File: config.mk
export PLATFORM = sky130hd
export DESIGN_NAME = vcap_top
export DESIGN_NICKNAME = d
export VERILOG_FILES = /design/src/rtl/vcap_pkg.sv /design/src/rtl/vcap_prio.sv /design/src/rtl/vcap_hold.sv /design/src/rtl/vcap_cmd.sv /design/src/rtl/vcap_top.sv
export SDC_FILE = /design/constraint.sdc
export NUM_CORES = 1
export LEC_CHECK = 0
export ABC_AREA = 1
export BUFFER_PORTS_ARGS = -buffer_cell sky130_fd_sc_hd__buf_4
export CAP_MARGIN = 10
export CORE_AREA = 2 2 113 115
export DETAILED_ROUTE_END_ITERATION = 7
export DIE_AREA = 0 0 115 117
export PLACE_DENSITY = 0.78
export SLEW_MARGIN = 20
export SYNTH_ARGS = -nofsm -noshare
export SYNTH_HDL_FRONTEND = slang
export SYNTH_HIERARCHICAL = 1
export SYNTH_SLANG_ARGS = --single-unit
File: constraint.sdc
create_clock -name clk -period 1.2 [get_ports clk]
set_input_delay 0.24 -clock clk [delete_from_list [all_inputs] [get_ports clk]]
set_output_delay 0.24 -clock clk [all_outputs]
set_load 0.005 [all_outputs]
File: src/rtl/vcap_pkg.sv
// Package: shared constants for the violation capture block.
// Assumes the data word state field is 4 bits and the database number is 6 bits.
package vcap_pkg;
    localparam int PID_W    = 4;   // source port id width (state field)
    localparam int DB_W     = 6;   // database number width
    localparam int DB_LO_W  = 4;   // database bits placed in op[3:0]
    localparam int DB_HI_W  = DB_W - DB_LO_W;
    localparam int NKIND    = 4;   // number of violation kinds
    localparam int OPC_W    = 3;
    localparam logic [OPC_W-1:0] OPC_GETCLR = 3'b111;

    // Index of each kind; lower index wins a tie.
    typedef enum logic [1:0] {
        K_FULL   = 2'd0,
        K_MISS   = 2'd1,
        K_MEMBER = 2'd2,
        K_AGE    = 2'd3
    } kind_e;
endpackage

File: src/rtl/vcap_prio.sv
// Module: fixed-priority picker. The lowest set request index wins.
// Also flags when more than one request is set, so that losers can be counted as dropped.
module vcap_prio #(
    parameter int N = 4
) (
    input  logic [N-1:0] req,
    output logic [N-1:0] win,
    output logic         multi
);
    // Purpose: one-hot winner, lowest index first.
    always_comb begin
        win = '0;
        for (int i = N - 1; i >= 0; i--) begin
            if (req[i]) win = N'(1) << i;
        end
    end

    // Purpose: detect more than one simultaneous request.
    always_comb begin
        multi = (req & (req - N'(1))) != '0;
    end
endmodule

File: src/rtl/vcap_hold.sv
// Module: single-entry capture of one violation, with a sticky overflow bit.
// Assumes strobes last one cycle. The clr pulse marks the edge where software
// collects the held entry.
module vcap_hold
    import vcap_pkg::*;
#(
    parameter int NPORT = 11
) (
    input  logic              clk,
    input  logic              rst_n,
    input  logic [NKIND-1:0]  strobe,
    input  logic [PID_W-1:0]  in_port,
    input  logic [47:0]       in_mac,
    input  logic [DB_W-1:0]   in_db,
    input  logic [NPORT-1:0]  in_pvec,
    input  logic              clr,
    output logic              pending,
    output logic              ovf,
    output logic [NKIND-1:0]  cap_flags,
    output logic [PID_W-1:0]  cap_port,
    output logic [47:0]       cap_mac,
    output logic [DB_W-1:0]   cap_db,
    output logic [NPORT-1:0]  cap_pvec
);
    logic [NKIND-1:0] win;
    logic             multi;
    logic             any_ev;
    logic             take;
    logic             drop;

    vcap_prio #(.N(NKIND)) u_prio (
        .req   (strobe),
        .win   (win),
        .multi (multi)
    );

    // Purpose: decide whether this cycle's strobes are captured or dropped.
    always_comb begin
        any_ev = |strobe;
        take   = any_ev && !pending;
        drop   = (any_ev && pending) || (take && multi);
    end

    // Purpose: hold the winning event and its side information.
    always_ff @(posedge clk) begin
        if (!rst_n) begin
            pending   <= 1'b0;
            cap_flags <= '0;
            cap_port  <= '0;
            cap_mac   <= '0;
            cap_db    <= '0;
            cap_pvec  <= '0;
        end else if (take) begin
            pending   <= 1'b1;
            cap_flags <= win;
            cap_port  <= in_port;
            cap_mac   <= in_mac;
            cap_db    <= in_db;
            cap_pvec  <= in_pvec;
        end else if (clr) begin
            pending   <= 1'b0;
        end
    end

    // Purpose: sticky overflow, restarted by a collect with this cycle's drops.
    always_ff @(posedge clk) begin
        if (!rst_n) begin
            ovf <= 1'b0;
        end else if (clr) begin
            ovf <= drop;
        end else if (drop) begin
            ovf <= 1'b1;
        end
    end
endmodule

File: src/rtl/vcap_cmd.sv
// Module: command decode and report words for get-and-clear.
// Assumes software writes only while busy is low. Writes during busy are ignored.
module vcap_cmd
    import vcap_pkg::*;
#(
    parameter int NPORT = 11
) (
    input  logic              clk,
    input  logic              rst_n,
    input  logic              op_wr,
    input  logic [15:0]       op_wdata,
    input  logic              pending,
    input  logic              ovf,
    input  logic [NKIND-1:0]  cap_flags,
    input  logic [PID_W-1:0]  cap_port,
    input  logic [47:0]       cap_mac,
    input  logic [DB_W-1:0]   cap_db,
    input  logic [NPORT-1:0]  cap_pvec,
    output logic              clr,
    output logic [15:0]       op_word,
    output logic [15:0]       data_word,
    output logic [47:0]       mac_word
);
    logic        busy_q;
    logic        accept;
    logic [14:0] op_q;
    logic [15:0] data_q;
    logic [47:0] mac_q;

    // Purpose: recognise a well-formed get-and-clear request.
    always_comb begin
        accept = op_wr && op_wdata[15] && (op_wdata[14:12] == OPC_GETCLR) && !busy_q;
        clr    = busy_q;
    end

    // Purpose: one-cycle busy window between request and report.
    always_ff @(posedge clk) begin
        if (!rst_n) busy_q <= 1'b0;
        else        busy_q <= accept;
    end

    // Purpose: load the report words when busy completes (zeros if nothing held).
    always_ff @(posedge clk) begin
        if (!rst_n) begin
            op_q   <= '0;
            data_q <= '0;
            mac_q  <= '0;
        end else if (busy_q) begin
            op_q <= {OPC_GETCLR, ovf, 1'b0,
                     pending ? cap_db[DB_W-1:DB_LO_W] : {DB_HI_W{1'b0}},
                     pending ? cap_flags : {NKIND{1'b0}},
                     pending ? cap_db[DB_LO_W-1:0] : {DB_LO_W{1'b0}}};
            data_q <= pending ? ((16'(cap_pvec) << PID_W) | 16'(cap_port)) : 16'h0000;
            mac_q  <= pending ? cap_mac : 48'h0;
        end
    end

    assign op_word   = {busy_q, op_q};
    assign data_word = data_q;
    assign mac_word  = mac_q;
endmodule

File: src/rtl/vcap_top.sv
// Module: address table violation capture, top level.
// Joins the capture holder and the command/report logic. NPORT must be 12 or less
// so that the port vector fits above the 4-bit port field of the data word.
module vcap_top
    import vcap_pkg::*;
#(
    parameter int NPORT = 11
) (
    input  logic             clk,
    input  logic             rst_n,
    input  logic             ev_full,
    input  logic             ev_miss,
    input  logic             ev_member,
    input  logic             ev_age,
    input  logic [3:0]       ev_port,
    input  logic [47:0]      ev_mac,
    input  logic [5:0]       ev_db,
    input  logic [NPORT-1:0] ev_pvec,
    input  logic             op_wr,
    input  logic [15:0]      op_wdata,
    output logic             irq,
    output logic [15:0]      op_rdata,
    output logic [15:0]      data_rdata,
    output logic [47:0]      mac_rdata
);
    logic [NKIND-1:0] ev_vec;
    logic             pending;
    logic             hold_ovf;
    logic             clr;
    logic [NKIND-1:0] cap_flags;
    logic [PID_W-1:0] cap_port;
    logic [47:0]      cap_mac;
    logic [DB_W-1:0]  cap_db;
    logic [NPORT-1:0] cap_pvec;

    // Purpose: arrange the strobes in priority order (index 0 wins).
    always_comb begin
        ev_vec         = '0;
        ev_vec[K_FULL]   = ev_full;
        ev_vec[K_MISS]   = ev_miss;
        ev_vec[K_MEMBER] = ev_member;
        ev_vec[K_AGE]    = ev_age;
    end

    vcap_hold #(.NPORT(NPORT)) u_hold (
        .clk       (clk),
        .rst_n     (rst_n),
        .strobe    (ev_vec),
        .in_port   (ev_port),
        .in_mac    (ev_mac),
        .in_db     (ev_db),
        .in_pvec   (ev_pvec),
        .clr       (clr),
        .pending   (pending),
        .ovf       (hold_ovf),
        .cap_flags (cap_flags),
        .cap_port  (cap_port),
        .cap_mac   (cap_mac),
        .cap_db    (cap_db),
        .cap_pvec  (cap_pvec)
    );

    vcap_cmd #(.NPORT(NPORT)) u_cmd (
        .clk       (clk),
        .rst_n     (rst_n),
        .op_wr     (op_wr),
        .op_wdata  (op_wdata),
        .pending   (pending),
        .ovf       (hold_ovf),
        .cap_flags (cap_flags),
        .cap_port  (cap_port),
        .cap_mac   (cap_mac),
        .cap_db    (cap_db),
        .cap_pvec  (cap_pvec),
        .clr       (clr),
        .op_word   (op_rdata),
        .data_word (data_rdata),
        .mac_word  (mac_rdata)
    );

    assign irq = pending;
endmodule

; ---- After elaboration in Yosys (flattened, before gate mapping)
; Index checks and enable logic that the tools add are counted.
; W data, S select, Z words.
[op_classes]
reduce_logical = 13
mux = 13
eq_ne = 1
n_addsub = 1
bitwise = 2
[ops]
columns = cell, n
row1 = $mux W48, 1
row2 = $mux W4, 6
row3 = $mux W16, 1
row4 = $or A15 B4 Y15, 1
row5 = $logic_and A1 B1 Y1, 6
row6 = $and A4 B4 Y4, 1
row7 = $mux W1, 4
row8 = $reduce_bool A2 Y1, 2
row9 = $reduce_bool A4 Y1, 1
row10 = $reduce_or A4 Y1, 1
row11 = $sub A4 B1 Y4 const B, 1
row12 = $eq A3 B3 Y1 const B, 1
row13 = $logic_not A1 Y1, 2
row14 = $mux W2, 1
row15 = $logic_or A1 B1 Y1, 1
[word_totals]
word_cells = 41
output_inout_bits = 81
in_bits = 92
register_bits = 152

; ---- Logic depth before layout (Yosys ltp)
[logic_depth]
word_depth = 7
depth_mapped = 7

; ---- Cells and area by module
; The synthesis kept the hierarchy.
[by_module_without_submodules]
columns = module, cells_each, area_each_um2, n_inst
row1 = vcap_hold, 493, 3352.0, 1
row2 = vcap_cmd, 347, 2795.2, 1
row3 = vcap_prio, 15, 63.8, 1

; ---- Worst setup path after synthesis
; Ideal clock, no wire load.
[synth_path]
path_type = register -> register
from = register u_hold.pending
to = register u_hold.cap_mac[10]
period_less_slack_ps = 1052
arrival_ps = 937
path_slack_ps = 148
stages_incl_launch_ff = 6
cell_sequence = dfxtp_1 > inv_1 > buf_2 > buf_2 > a21oi_1 > nor2_1
[synth_between]
elab_chain_cells = 2
[synth_lines]
columns = item, line_no
row1 = from (decl), vcap_hold.sv:17  ; output logic pending,
row2 = from (signal assigned), vcap_hold.sv:47  ; pending <= 1'b0;
row3 = from (signal assigned), vcap_hold.sv:54  ; pending <= 1'b1;
row4 = from (signal assigned), vcap_hold.sv:61  ; pending <= 1'b0;
row5 = $logic_not A1 Y1, vcap_hold.sv:40  ; take = any_ev && !pending;
row6 = $logic_and A1 B1 Y1, vcap_hold.sv:40
row7 = to (signal assigned), vcap_hold.sv:57  ; cap_mac <= in_mac;
row8 = to (decl), vcap_hold.sv:21  ; output logic [47:0] cap_mac,
; No other way between the ends.
; A chain may end at the register's enable or synchronous reset.

; ---- Worst setup path after layout
[layout_path]
from = register u_hold.pending
to = output port irq
[layout_rtl]
columns = item, line_no
row1 = to (decl), vcap_top.sv:21  ; output logic irq,
; No word-level cell between the ends.

==> flow_summary.toml <==
[cts]
cts_tree = "built"
insertion_delay_ns = 0.41
cts_max_level = 4
path_clk_slew_ns = 0.06
cts_sinks = 151
cts_made_buffers = 17
cts-root-buf = "clkbuf_16"
cts_hold_buf = 0
cts_buffer_depth = 2

[synth]
synth_compound_gate_area_share_pct = 6.124
synthCells = 855
synth.distinct_cells = 18
synth-xor-area-share_pct = 0
synth_edf_count = 0
synthTopCellsByArea = "dfxtp_1 (49%), nand2_1 (14%), nand4_1 (7.4%)"
syn_avg_cell_area_um2 = 7.264
ys_warn_count = 6
synth_top_area_share_pct = 48.67
synth.most_common_cell = "nand2_1"
synth_simple_gate_area_share_pct = 32.68
synth_area_leader_cell = "dfxtp_1"
synth_common_cells = "nand2_1 (230), dfxtp_1 (151), nor2_1 (84)"
yosys_register_bits = 151
synth-main-ff-cell = "dfxtp_1"
seq_area_frac_synth_pct = 48.67
synth_area_um2 = 6211
synth_top_family_by_area = "simple AND/OR/NAND/NOR gates"
synth_mux_area_share_pct = 0
synthArstFlopShare_pct = 0
synthAdderAreaFrac_pct = 0

[floorplanning]
num_io_pins = 173
start_util_pct = 50.45
die_y_um = 117
die-area_um2 = 13460
core.rowCount = 41
core_um2 = 12310
die_x_um = 115

[final_layout]
fin_nets = 1075
syn_to_final_growth_pct = 30.06
final_util_pct = 65.61
fill_cells = 1106
drive_gt1_share_pct = 22.36
insertedDiodeCount = 0

[grt]
grt_pass1_vias = 5078
grt_pass1_wl_mm = 24.38
overflow = 0
antenna_found_initial = 0
grt_use_total_pct = 22.77
grt_max_degree = 78

[routing]
drtPass1Iterations = 5
route.detailed.drc = 0
drt_iter0_drc = 606
drt-wirelength-per-cell_um = 13.38
antenna_left = 0
vias = 5828
routed_wl_mm = 15.30
vias_per_cell = 5.099

[place]
io_buffers = 158
gp_congestion = 0.7612
dpl.hpwl_mm = 9.467

[hold_path]
whs_endpoint = "u_cmd/clr"
min-delay-start = "op_wdata[14]"
worstHoldPathCells = 3
hold_path_class = "in -> reg"

[power_and_ir_drop]
p_leak_uw = 0.004298
pwr-share-seq_pct = 47.7
power.switching_uw = 2693
p_per_area_nw_per_um2 = 1398
internal_power_uw = 8600
p_total_uw = 11290
clkPwrFrac_pct = 41.0
switching_share_pct = 23.85
p_comb_share_pct = 11.3
vdd_ir_drop_max_uv = 888.9

[critical_path]
r2r_setup_slack_ns = 0.02
cp_max_fo = 4
rr_startpoint = "u_cmd/clr"
criticalPathCategory = "reg -> out"
required_ns = 0.96
arrival_ns = 1.01
r2r_cells = 5
timing.rr.end = "u_cmd/mac_word[20]"
worst_setup_path_start_kind = "register"
end_kind = "output pin"

[status]
failed_checks = "setup timing"
status = "finished, violations left"

[sta]
hold_viol = 0
rsz0062_at_grt = "yes"
period_minus_slack_ns = 1.245
fin_crit_sh_pct = 103.8
setup_viol_count_final = 2
worst_hold_slack_ns = 0.08371
setup_ws_ns = -0.04504
finalMaxSlewViolations = 0
clock_skew_ns = 0.006216
fmax_ghz = 0.8032

[job]
drv_cap = 0
[worst max-delay path, stage by stage, from the launching register on]
cell and delay, ns:
dfxtp_4 0.36, buf_12 0.13, buf_6 0.10
[cell usage in the layout, fill, tap and decap left out]
cell and instances:
a21oi_1 75, clkinv_2 3, nand3_1 74, nor2_2 1
clkbuf_1 5, o21ai_0 1, clkbuf_16 17, nand2_4 1
nor2_4 1, buf_4 170, buf_6 4, dfxtp_1 148
inv_4 1, nor2_1 84, nor3_1 1, buf_12 11
dfxtp_2 1, bufbuf_16 2, dfxtp_4 2, clkbuf_8 3
nand2_1 229, conb_1 2, nand4_1 73, inv_1 79
or2_2 1, clkinvlp_4 1, inv_2 3
[state kept, by name (all words and copies together), names as in the netlist]
| name | cells |
|---|---|
| u_cmd/mac_word | 48 |
| u_cmd/data_word | 15 |
| u_hold/cap_flags | 4 |
| u_cmd/clr | 1 |
| u_hold/cap_port | 4 |
| u_cmd/op_q | 12 |
| u_hold/cap_pvec | 11 |
| u_hold/cap_mac | 48 |
| u_hold/cap_db | 6 |
| u_hold/ovf | 1 |
| u_hold/pending | 1 |
[what timing repair did]
| action | CTS | global route |
|---|---|---|
| setup buffers | 4 | 0 |
| pin swaps | 0 | 0 |
| resized for setup | 6 | 1 |
| endpoints found under the setup margin | 5 | 46 |
| gates cloned | 2 | 0 |
[stage by stage]
stage          cell area [um^2]  TNS [ns]  cells  worst slack [ns]
6_report                   8078  -0.06929   1143          -0.04504
5_1_grt                    8078    -1.615   1143          -0.07602
4_1_cts                    8074   -0.1046   1143          -0.06189
3_5_place_dp               7453    -1.367   1108          -0.07258
3_3_place_gp               7453   -0.1524   1108          -0.01049
2_1_floorplan              6215         0    856            0.1482
[routing by layer]
layer / track usage (%) / share of wire (%) / vias up
met1: 29.38 / 43 / 2621
met3: 6.437 / 7.4 / 23
met4: 9.076 / 1.5 / 0
li1: - / - / 2984
met2: 36.27 / 48 / 200
met5: 0 / 0 / -
[cells by family (layout without fill, tap and decap cells)]
family | after synthesis | in the layout
flops | 151 | 151
simple gates | 465 | 465
other cells | 1 | 2
compound gates | 76 | 76
buf+inv | 162 | 299
[how the worst max path moves through the flow]
| stage | start | end | slack (ns) | cells after the start |
|---|---|---|---|---|
| 4_1_cts | u_hold/pending | irq | -0.06 | 2 |
| 3_5_place_dp | ev_miss | u_hold/cap_mac[15] | -0.07 | 6 |
| 3_3_place_gp | ev_miss | u_hold/cap_db[0] | -0.01 | 6 |
| 6_report | u_hold/pending | irq | -0.05 | 2 |
| 2_1_floorplan | u_hold/pending | u_hold/cap_mac[10] | 0.15 | 5 |
| 5_1_grt | u_hold/pending | irq | -0.08 | 2 |
[power by group through the flow]
stage / registers, uW / clock network [uW] / logic (uW)
2_1_floorplan: 5460 / 0 / 814
3_3_place_gp: 5480 / 0 / 1200
3_5_place_dp: 5490 / 0 / 1220
4_1_cts: 5380 / 4690 / 1280
5_1_grt: 5410 / 4930 / 1430
6_report: 5380 / 4630 / 1280
[cell type report]
class / instances / area [um^2] / share of cell area, %
clock buffers: 25 / 485.5 / 6.010
clock inverters: 4 / 22.52 / 0.2788
inverters: 83 / 314.1 / 3.888
multi-input cells: 543 / 2430 / 30.08
flip-flops and latches: 151 / 3032 / 37.53
well taps: 150 / 187.7 / 2.323
repair buffers: 187 / 1607 / 19.89
Power figures use the tool's default switching activity.
